===== src/rtl/adc_seq_pkg.sv =====
// Package: shared types for the ADC sampling sequencer.
// Assumes: one clock domain; all users import this package.
package adc_seq_pkg;

    // Default exponent width; the window reaches 2^(2^W - 1) cycles.
    localparam int unsigned SEQ_EXP_W = 4;

    // Sequencer states.
    typedef enum logic [1:0] {
        ST_OFF    = 2'd0,
        ST_IDLE   = 2'd1,
        ST_SAMPLE = 2'd2,
        ST_CONV   = 2'd3
    } seq_state_e;

    // Mode bits captured at the soft reset release.
    typedef struct packed {
        logic async_mode;
        logic ref_idle_off;
    } seq_mode_t;

endpackage


===== src/rtl/adc_seq_cfg.sv =====
// Module: configuration capture.
// Holds the mode bits and window exponent. It loads them only in the
// cycle where the soft reset input rises. Assumes core_rst_n is synchronous.
module adc_seq_cfg
    import adc_seq_pkg::*;
#(
    parameter int unsigned EXP_W = SEQ_EXP_W
) (
    input  logic             clk,
    input  logic             rst_n,
    input  logic             core_rst_n,
    input  logic             cfg_async_mode,
    input  logic             cfg_ref_idle_off,
    input  logic [EXP_W-1:0] cfg_smpl_exp,
    output seq_mode_t        mode_q,
    output logic [EXP_W-1:0] exp_q
);

    logic core_rst_d;
    logic capture;

    // Soft reset release detection.
    assign capture = core_rst_n && !core_rst_d;

    // Track the previous soft reset level.
    always_ff @(posedge clk) begin
        if (!rst_n) core_rst_d <= 1'b0;
        else        core_rst_d <= core_rst_n;
    end

    // Load the configuration at the release edge only.
    always_ff @(posedge clk) begin
        if (!rst_n) begin
            mode_q <= '0;
            exp_q  <= '0;
        end else if (capture) begin
            mode_q.async_mode   <= cfg_async_mode;
            mode_q.ref_idle_off <= cfg_ref_idle_off;
            exp_q               <= cfg_smpl_exp;
        end
    end


    cfg_hold_chk: assert property (@(posedge clk) disable iff (!rst_n)
        (core_rst_d && core_rst_n) |=> ($stable(mode_q) && $stable(exp_q)));

endmodule


===== src/rtl/adc_seq_clkhs.sv =====
// Module: clock request/acknowledge handshake.
// Raises the request while the core is enabled and out of soft reset.
// Reports ready once the acknowledge matches.
// Assumes clk_ack is already synchronous to clk.
module adc_seq_clkhs (
    input  logic clk,
    input  logic rst_n,
    input  logic core_en,
    input  logic core_rst_n,
    input  logic clk_ack,
    output logic clk_req,
    output logic ready
);

    logic want;

    // Core wants a clock whenever enabled and out of soft reset.
    assign want = core_en && core_rst_n;

    // Registered request toward the clock controller.
    always_ff @(posedge clk) begin
        if (!rst_n) clk_req <= 1'b0;
        else        clk_req <= want;
    end

    // Ready needs the request, its acknowledge, and the live enable.
    assign ready = clk_req && clk_ack && want;

endmodule


===== src/rtl/adc_seq_timer.sv =====
// Module: sampling window timer.
// Loads 2^exp - 1 on a timed trigger and counts down while sampling.
// Flags done at zero, so the window lasts 2^exp cycles.
// Assumes load and run are never high together.
module adc_seq_timer
    import adc_seq_pkg::*;
#(
    parameter int unsigned EXP_W = SEQ_EXP_W
) (
    input  logic             clk,
    input  logic             rst_n,
    input  logic             load,
    input  logic             run,
    input  logic [EXP_W-1:0] exp_q,
    output logic             done
);

    localparam int unsigned CNT_W = (1 << EXP_W) - 1;

    logic [CNT_W:0]   span;
    logic [CNT_W:0]   span_m1;
    logic [CNT_W-1:0] cnt;

    // Window length as a one-hot value, then minus one.
    assign span    = {{CNT_W{1'b0}}, 1'b1} << exp_q;
    assign span_m1 = span - {{CNT_W{1'b0}}, 1'b1};

    // Countdown register.
    always_ff @(posedge clk) begin
        if (!rst_n)                  cnt <= '0;
        else if (load)               cnt <= span_m1[CNT_W-1:0];
        else if (run && cnt != '0)   cnt <= cnt - 1'b1;
    end

    // End of window.
    assign done = run && (cnt == '0);


    win_countdown_chk: assert property (@(posedge clk) disable iff (!rst_n)
        (run && !load && cnt != '0) |=> (cnt < $past(cnt)));

endmodule


===== src/rtl/adc_seq_fsm.sv =====
// Module: sampling sequencer state machine.
// Walks through off, idle, sample and convert, and pulses data_valid after
// conversion-done. Assumes ready already includes the clock grant.
module adc_seq_fsm
    import adc_seq_pkg::*;
(
    input  logic       clk,
    input  logic       rst_n,
    input  logic       ready,
    input  logic       trig,
    input  logic       async_mode,
    input  logic       win_done,
    input  logic       conv_done,
    output seq_state_e state,
    output logic       win_load,
    output logic       data_valid
);

    // Timed trigger accepted in idle starts the window timer.
    assign win_load = ready && (state == ST_IDLE) && trig && !async_mode;

    // State register and result strobe.
    always_ff @(posedge clk) begin
        if (!rst_n) begin
            state      <= ST_OFF;
            data_valid <= 1'b0;
        end else begin
            data_valid <= 1'b0;
            if (!ready) begin
                state <= ST_OFF;
            end else begin
                unique case (state)
                    ST_OFF:    state <= ST_IDLE;
                    ST_IDLE:   if (trig) state <= async_mode ? ST_CONV : ST_SAMPLE;
                    ST_SAMPLE: if (win_done) state <= ST_CONV;
                    ST_CONV: begin
                        if (conv_done) begin
                            state      <= ST_IDLE;
                            data_valid <= 1'b1;
                        end
                    end
                    default:   state <= ST_OFF;
                endcase
            end
        end
    end


    no_grant_off_chk: assert property (@(posedge clk) disable iff (!rst_n)
        !ready |=> (state == ST_OFF));


    dv_single_chk: assert property (@(posedge clk) disable iff (!rst_n)
        data_valid |=> !data_valid);


    trig_ignored_chk: assert property (@(posedge clk) disable iff (!rst_n)
        (ready && trig && state == ST_SAMPLE && !win_done) |=> (state == ST_SAMPLE));


    async_direct_chk: assert property (@(posedge clk) disable iff (!rst_n)
        (ready && trig && async_mode && state == ST_IDLE) |=> (state == ST_CONV));

endmodule


===== src/rtl/adc_seq_ctrl.sv =====
// Module: top of the SAR ADC sampling sequencer.
// Joins configuration capture, the clock handshake, the window timer and
// the state machine, and decodes the analog-side strobes from the state.
// Assumes all inputs are synchronous to clk.
module adc_seq_ctrl
    import adc_seq_pkg::*;
#(
    parameter int unsigned EXP_W = SEQ_EXP_W
) (
    input  logic             clk,
    input  logic             rst_n,
    input  logic             core_rst_n,
    input  logic             core_en,
    input  logic             ref_en_req,
    input  logic             cfg_async_mode,
    input  logic             cfg_ref_idle_off,
    input  logic [EXP_W-1:0] cfg_smpl_exp,
    input  logic             clk_ack,
    input  logic             trig,
    input  logic             conv_done,
    output logic             clk_req,
    output logic             sample,
    output logic             convert,
    output logic             ref_on,
    output logic             data_valid,
    output logic             busy
);

    seq_mode_t        mode_q;
    logic [EXP_W-1:0] exp_q;
    logic             ready;
    logic             win_load;
    logic             win_done;
    seq_state_e       state;
    logic             in_window;
    logic             ref_gated;

    adc_seq_cfg #(.EXP_W(EXP_W)) u_cfg (
        .clk              (clk),
        .rst_n            (rst_n),
        .core_rst_n       (core_rst_n),
        .cfg_async_mode   (cfg_async_mode),
        .cfg_ref_idle_off (cfg_ref_idle_off),
        .cfg_smpl_exp     (cfg_smpl_exp),
        .mode_q           (mode_q),
        .exp_q            (exp_q)
    );

    adc_seq_clkhs u_clkhs (
        .clk        (clk),
        .rst_n      (rst_n),
        .core_en    (core_en),
        .core_rst_n (core_rst_n),
        .clk_ack    (clk_ack),
        .clk_req    (clk_req),
        .ready      (ready)
    );

    adc_seq_timer #(.EXP_W(EXP_W)) u_timer (
        .clk   (clk),
        .rst_n (rst_n),
        .load  (win_load),
        .run   (in_window),
        .exp_q (exp_q),
        .done  (win_done)
    );

    adc_seq_fsm u_fsm (
        .clk        (clk),
        .rst_n      (rst_n),
        .ready      (ready),
        .trig       (trig),
        .async_mode (mode_q.async_mode),
        .win_done   (win_done),
        .conv_done  (conv_done),
        .state      (state),
        .win_load   (win_load),
        .data_valid (data_valid)
    );

    // Timed window in progress.
    assign in_window = (state == ST_SAMPLE);

    // Strobe decode: the free-running mode samples whenever idle.
    assign sample  = in_window || (state == ST_IDLE && mode_q.async_mode);
    assign convert = (state == ST_CONV);
    assign busy    = in_window || convert;

    // Reference is gated outside activity only in timed mode with the option set.
    assign ref_gated = !mode_q.async_mode && mode_q.ref_idle_off && !busy;
    assign ref_on    = ref_en_req && !ref_gated;


    ref_during_sample_chk: assert property (@(posedge clk) disable iff (!rst_n)
        (in_window && ref_en_req) |-> ref_on);

endmodule


===== config.mk =====
export PLATFORM = sky130hd
export DESIGN_NAME = adc_seq_ctrl
export DESIGN_NICKNAME = d
export VERILOG_FILES = /design/src/rtl/adc_seq_pkg.sv /design/src/rtl/adc_seq_cfg.sv /design/src/rtl/adc_seq_clkhs.sv /design/src/rtl/adc_seq_timer.sv /design/src/rtl/adc_seq_fsm.sv /design/src/rtl/adc_seq_ctrl.sv
export SDC_FILE = /design/constraint.sdc
export NUM_CORES = 1
export LEC_CHECK = 0
export ABC_AREA = 1
export ABC_CLOCK_PERIOD_IN_PS = 3150
export BUFFER_PORTS_ARGS = -buffer_cell sky130_fd_sc_hd__buf_2
export CAP_MARGIN = 10
export CORE_MARGIN = 10
export CORE_UTILIZATION = 40
export CTS_CLUSTER_DIAMETER = 200
export DETAILED_ROUTE_END_ITERATION = 6
export PLACE_DENSITY = 0.67
export SYNTH_ARGS = -nofsm -noshare
export SYNTH_HDL_FRONTEND = slang
export SYNTH_SLANG_ARGS = --single-unit
export TNS_END_PERCENT = 5

===== constraint.sdc =====
create_clock -name clk -period 3.15 [get_ports clk]
set_clock_uncertainty 0.2 [all_clocks]
set_input_delay 0.315 -clock clk [delete_from_list [all_inputs] [get_ports clk]]
set_output_delay 0.315 -clock clk [all_outputs]
set_load 0.02 [all_outputs]

==> PnR_summary.wiki <==
{| class="wikitable"
! Metric !! Value
|-
| Run status || complete, no violations
|-
| Number of buffers inserted by port buffering || 19
|-
| CTS max path bufs || 2
|-
| Crit path time final || roughly 2400 ps
|-
| Mean Syn Cell Area || approximately 6.1 sq um
|-
| Relative contribution of the clock network to total power || 0.369
|-
| Violation count after the first detailed-route iteration || 160
|-
| Routed length per instance || 11.5 um
|-
| Commonest register cell after synthesis || dfxtp_1
|-
| Instance count along the most critical hold path || 3
|-
| Fill cell total of the finished layout || approximately 510
|-
| Placed inst area || slightly above 0.002 sq mm
|-
| Placeable core region || 0.00472 sq mm
|-
| Number of enable flip-flop cells after synthesis || 0
|-
| Total power density per cell area || 296 mW/mm^2
|-
| P_sw || around 0.16 mW
|-
| Cell area after technology mapping || around 0.0020 sq mm
|-
| Number of placed I/O pins || 20
|-
| Count of pins over their slew limit || 0
|-
| Layout overhead on the synthesized area || 8.39%
|-
| Clock transition at path regs || 90 ps
|-
| Clock tree from TritonCTS || done
|-
| Count of instances resized after the clock tree is built || 0
|-
| Number of diodes || 0
|-
| Standard-cell rows || 25
|-
| Max-Slew Margin vs Limit || 0.728
|-
| Startpoint of the worst hold path || core_rst_n
|-
| Final ANT Viol Nets || 0
|-
| Full die area || approximately 0.0081 sq mm
|-
| Data arrival time of the critical path || ~2400 ps
|-
| Final instance area || about 0.0021 sq mm
|-
| Required time of the worst setup path || between 3000 and 4000 ps
|-
| Path category of the worst min-delay check || in2reg
|-
| Fmax || 420 MHz
|-
| Final setup vio count || 0
|-
| Global Route Usage Sum || 0.117
|-
| Clock latency on the worst-skew pair || about 290 ps
|-
| Reg-to-reg critical path endpoint || u_timer.cnt[14]
|-
| Synthesized instance count || approximately 320
|-
| Chip Height || 89.9 um
|-
| Sequential fraction of design power || 0.552
|-
| Cell Int Power || ~0.47 mW
|-
| Worst slack at placement || 778 ps
|-
| Crit path setup slack, layout || ~770 ps
|-
| Pre-antenna DRT Iters || 4
|-
| Last weighted congestion value of the routability-driven placer || 0.834
|-
| Root buffer cell || clkbuf_8
|-
| Net Sw Frac || 0.258
|-
| Share of the yosys chip area belonging to registers || 0.266
|-
| Number of antenna violations at the first check in global routing || 0
|-
| Max H-tree Level || 1
|-
| Total grt overflow || 0
|-
| Setup repair after global routing missed its margin || no
|-
| Wire length reported by the detailed router || ~4600 um
|-
| Die extent in x || 89.9 um
|-
| Highest net fanout along the worst path || 22
|-
| Via density per instance || about 4.8
|-
| Hold Fails Final Rpt || 0
|-
| Leak pwr || 1.18 nW
|-
| Effective utilization at floorplan || 0.414
|-
| Yosys Warn Count || 0
|-
| Fraction of final layout cells sized beyond drive strength 1 || 0.173
|-
| Worst-case register-to-register setup slack || just under 800 ps
|-
| Final setup TNS || 0 ps
|-
| Post-CTS Hold Fix Bufs || 0
|-
| Dpl hpwl || 3480 um
|-
| Pin count of the biggest net entering global routing || 24
|-
| Residual DRC || 0
|-
| Via count of the first global-routing pass || 1830
|-
| Kind of critical path || reg2reg
|-
| Reg-to-reg critical path startpoint || u_fsm.state[1]
|-
| Crit. End Element || flip-flop
|-
| Terminating pin of the worst hold path || u_cfg.core_rst_d
|-
| Number of clock buffers inserted by TritonCTS || 3
|-
| Number of distinct library cell variants in the gate-level netlist after synthesis || 30
|-
| Power share of the combinational group || 0.079
|-
| Startpoint Class || flip-flop
|-
| Peak supply drop || 0.162 mV
|-
| Final worst path period share || 0.755
|-
| Total vias in the final route || between 1500 and 2000
|-
| Total Nets Final || about 350
|-
| Number of cells after detailed placement || ~400
|-
| FF+latch count, synth || 26
|-
| Setup repair bufs after CTS || 0
|-
| Cell Count, Final, Fillers Out || 397
|-
| Slew at the pin closest to its max-slew limit || around 410 ps
|-
| Max-cap check violation count || 0
|-
| Register-to-Register Path Depth || 14
|-
| Global-route wire length before repair || 8240 um
|-
| Synthesized Nets || ~340
|-
| Clock net sink count || 26
|-
| Proportion of register bits with asynchronous set or reset after synthesis || 0
|}
cell families (layout without fill, tap and decap cells):
logic type	Yosys count	after routing	synth area share
and+or+nand+nor	175	175	0.432
adders and majority gates	4	4	0.0256
buffers and inverters	66	78	0.143
DFF	26	26	0.266
AOI/OAI and AO/OA	46	46	0.128
xor gates and xnor gates	1	1	0.00448
per-stage QoR:
stage          hold WS (ps)  total power [mW]  utilization
3_3_place_gp            287             0.402        0.437
6_report               49.5             0.627        0.448
3_5_place_dp            291             0.403        0.437
4_1_cts                45.9             0.634        0.448
2_1_floorplan           208             0.387            -
5_1_grt                63.2             0.656        0.448
per-layer routing:
metal / wire length, um / GRT usage / vias up
met3: 141 / 0.0249 / 7
met4: 58 / 0.0318 / 0
li1: - / - / 1028
met5: 0 / 0 / -
met2: 2210 / 0.200 / 21
met1: 2180 / 0.142 / 868
synth_stat cells (2+ instances only):
cell type | number | area share
nand2_2 | 12 | 0.038
ha_1 | 4 | 0.026
o21ai_0 | 22 | 0.056
inv_2 | 5 | 0.0096
nand3_1 | 26 | 0.067
nand4_1 | 12 | 0.038
inv_1 | 49 | 0.094
buf_6 | 3 | 0.017
nand2_4 | 2 | 0.012
clkbuf_1 | 3 | 0.0058
buf_2 | 5 | 0.013
a21oi_1 | 16 | 0.041
nand3_2 | 3 | 0.015
nor2_4 | 4 | 0.023
o21a_1 | 2 | 0.0077
o21bai_1 | 2 | 0.0077
nor2_2 | 3 | 0.0096
nor2_1 | 29 | 0.056
nor3_1 | 2 | 0.0051
nand2_1 | 79 | 0.15
dfxtp_1 | 26 | 0.27
sequential cells by signal (all words and copies together), names as in the netlist:
| name | cells |
|---|---|
| u_timer.cnt | 15 |
| u_cfg.exp_q | 4 |
| u_cfg.mode_q | 2 |
| u_fsm.state | 2 |
| u_cfg.core_rst_d | 1 |
| u_clkhs.clk_req | 1 |
| u_fsm.data_valid | 1 |
power by group through the flow:
stage | clock, mW | sequential, mW | combinational, mW
after floorplan | 0 | 0.345 | 0.0413
after global placement | 0 | 0.353 | 0.0491
after detailed placement | 0 | 0.353 | 0.0499
after CTS | 0.238 | 0.346 | 0.0500
after global routing | 0.251 | 0.348 | 0.0574
final | 0.231 | 0.346 | 0.0497
placed cells by master, fill, tap and decap left out, types with 4 or more instances in the layout:
| cell type | instances |
|---|---|
| nor2_4 | 4 |
| clkbuf_8 | 4 |
| nand2_2 | 12 |
| nand2_1 | 79 |
| nand4_1 | 12 |
| buf_2 | 19 |
| dfxtp_1 | 26 |
| nor2_1 | 29 |
| o21ai_0 | 22 |
| inv_2 | 5 |
| nand3_1 | 26 |
| ha_1 | 4 |
| inv_1 | 49 |
| a21oi_1 | 16 |
worst max-delay path by stage:
stage | start | to | slack [ps] | cells past startpoint
final | u_fsm.state[1] | u_timer.cnt[14] | 770 | 14
after global routing | u_fsm.state[0] | u_timer.cnt[12] | 510 | 15
after CTS | u_fsm.state[1] | u_timer.cnt[14] | 760 | 14
after detailed placement | u_fsm.state[1] | u_timer.cnt[12] | 780 | 16
after global placement | u_fsm.state[1] | u_timer.cnt[12] | 850 | 16
after floorplan | u_fsm.state[1] | u_timer.cnt[12] | 970 | 17
cell type report:
cell class                 count  area [sq um]  share of cell area
multi-input combinational    226          1150               0.545
inverter                      54           203              0.0957
clock buffer                   4          55.1              0.0260
tap                           67          83.8              0.0396
sequential                    26           520               0.246
timing repair buffer          20           103              0.0484
worst max-delay path: stages (launching register included):
cell,delay [ps]
dfxtp_1,350
inv_1,60
ha_1,160
nand3_2,120
inv_2,130
nand2_4,160
nand2_2,100
o21ai_2,100
inv_1,80
ha_1,190
nand3_2,150
nor2_4,190
a21oi_1,90
nor2_1,120
nor2_1,50
(Power assumes the default switching activity.)
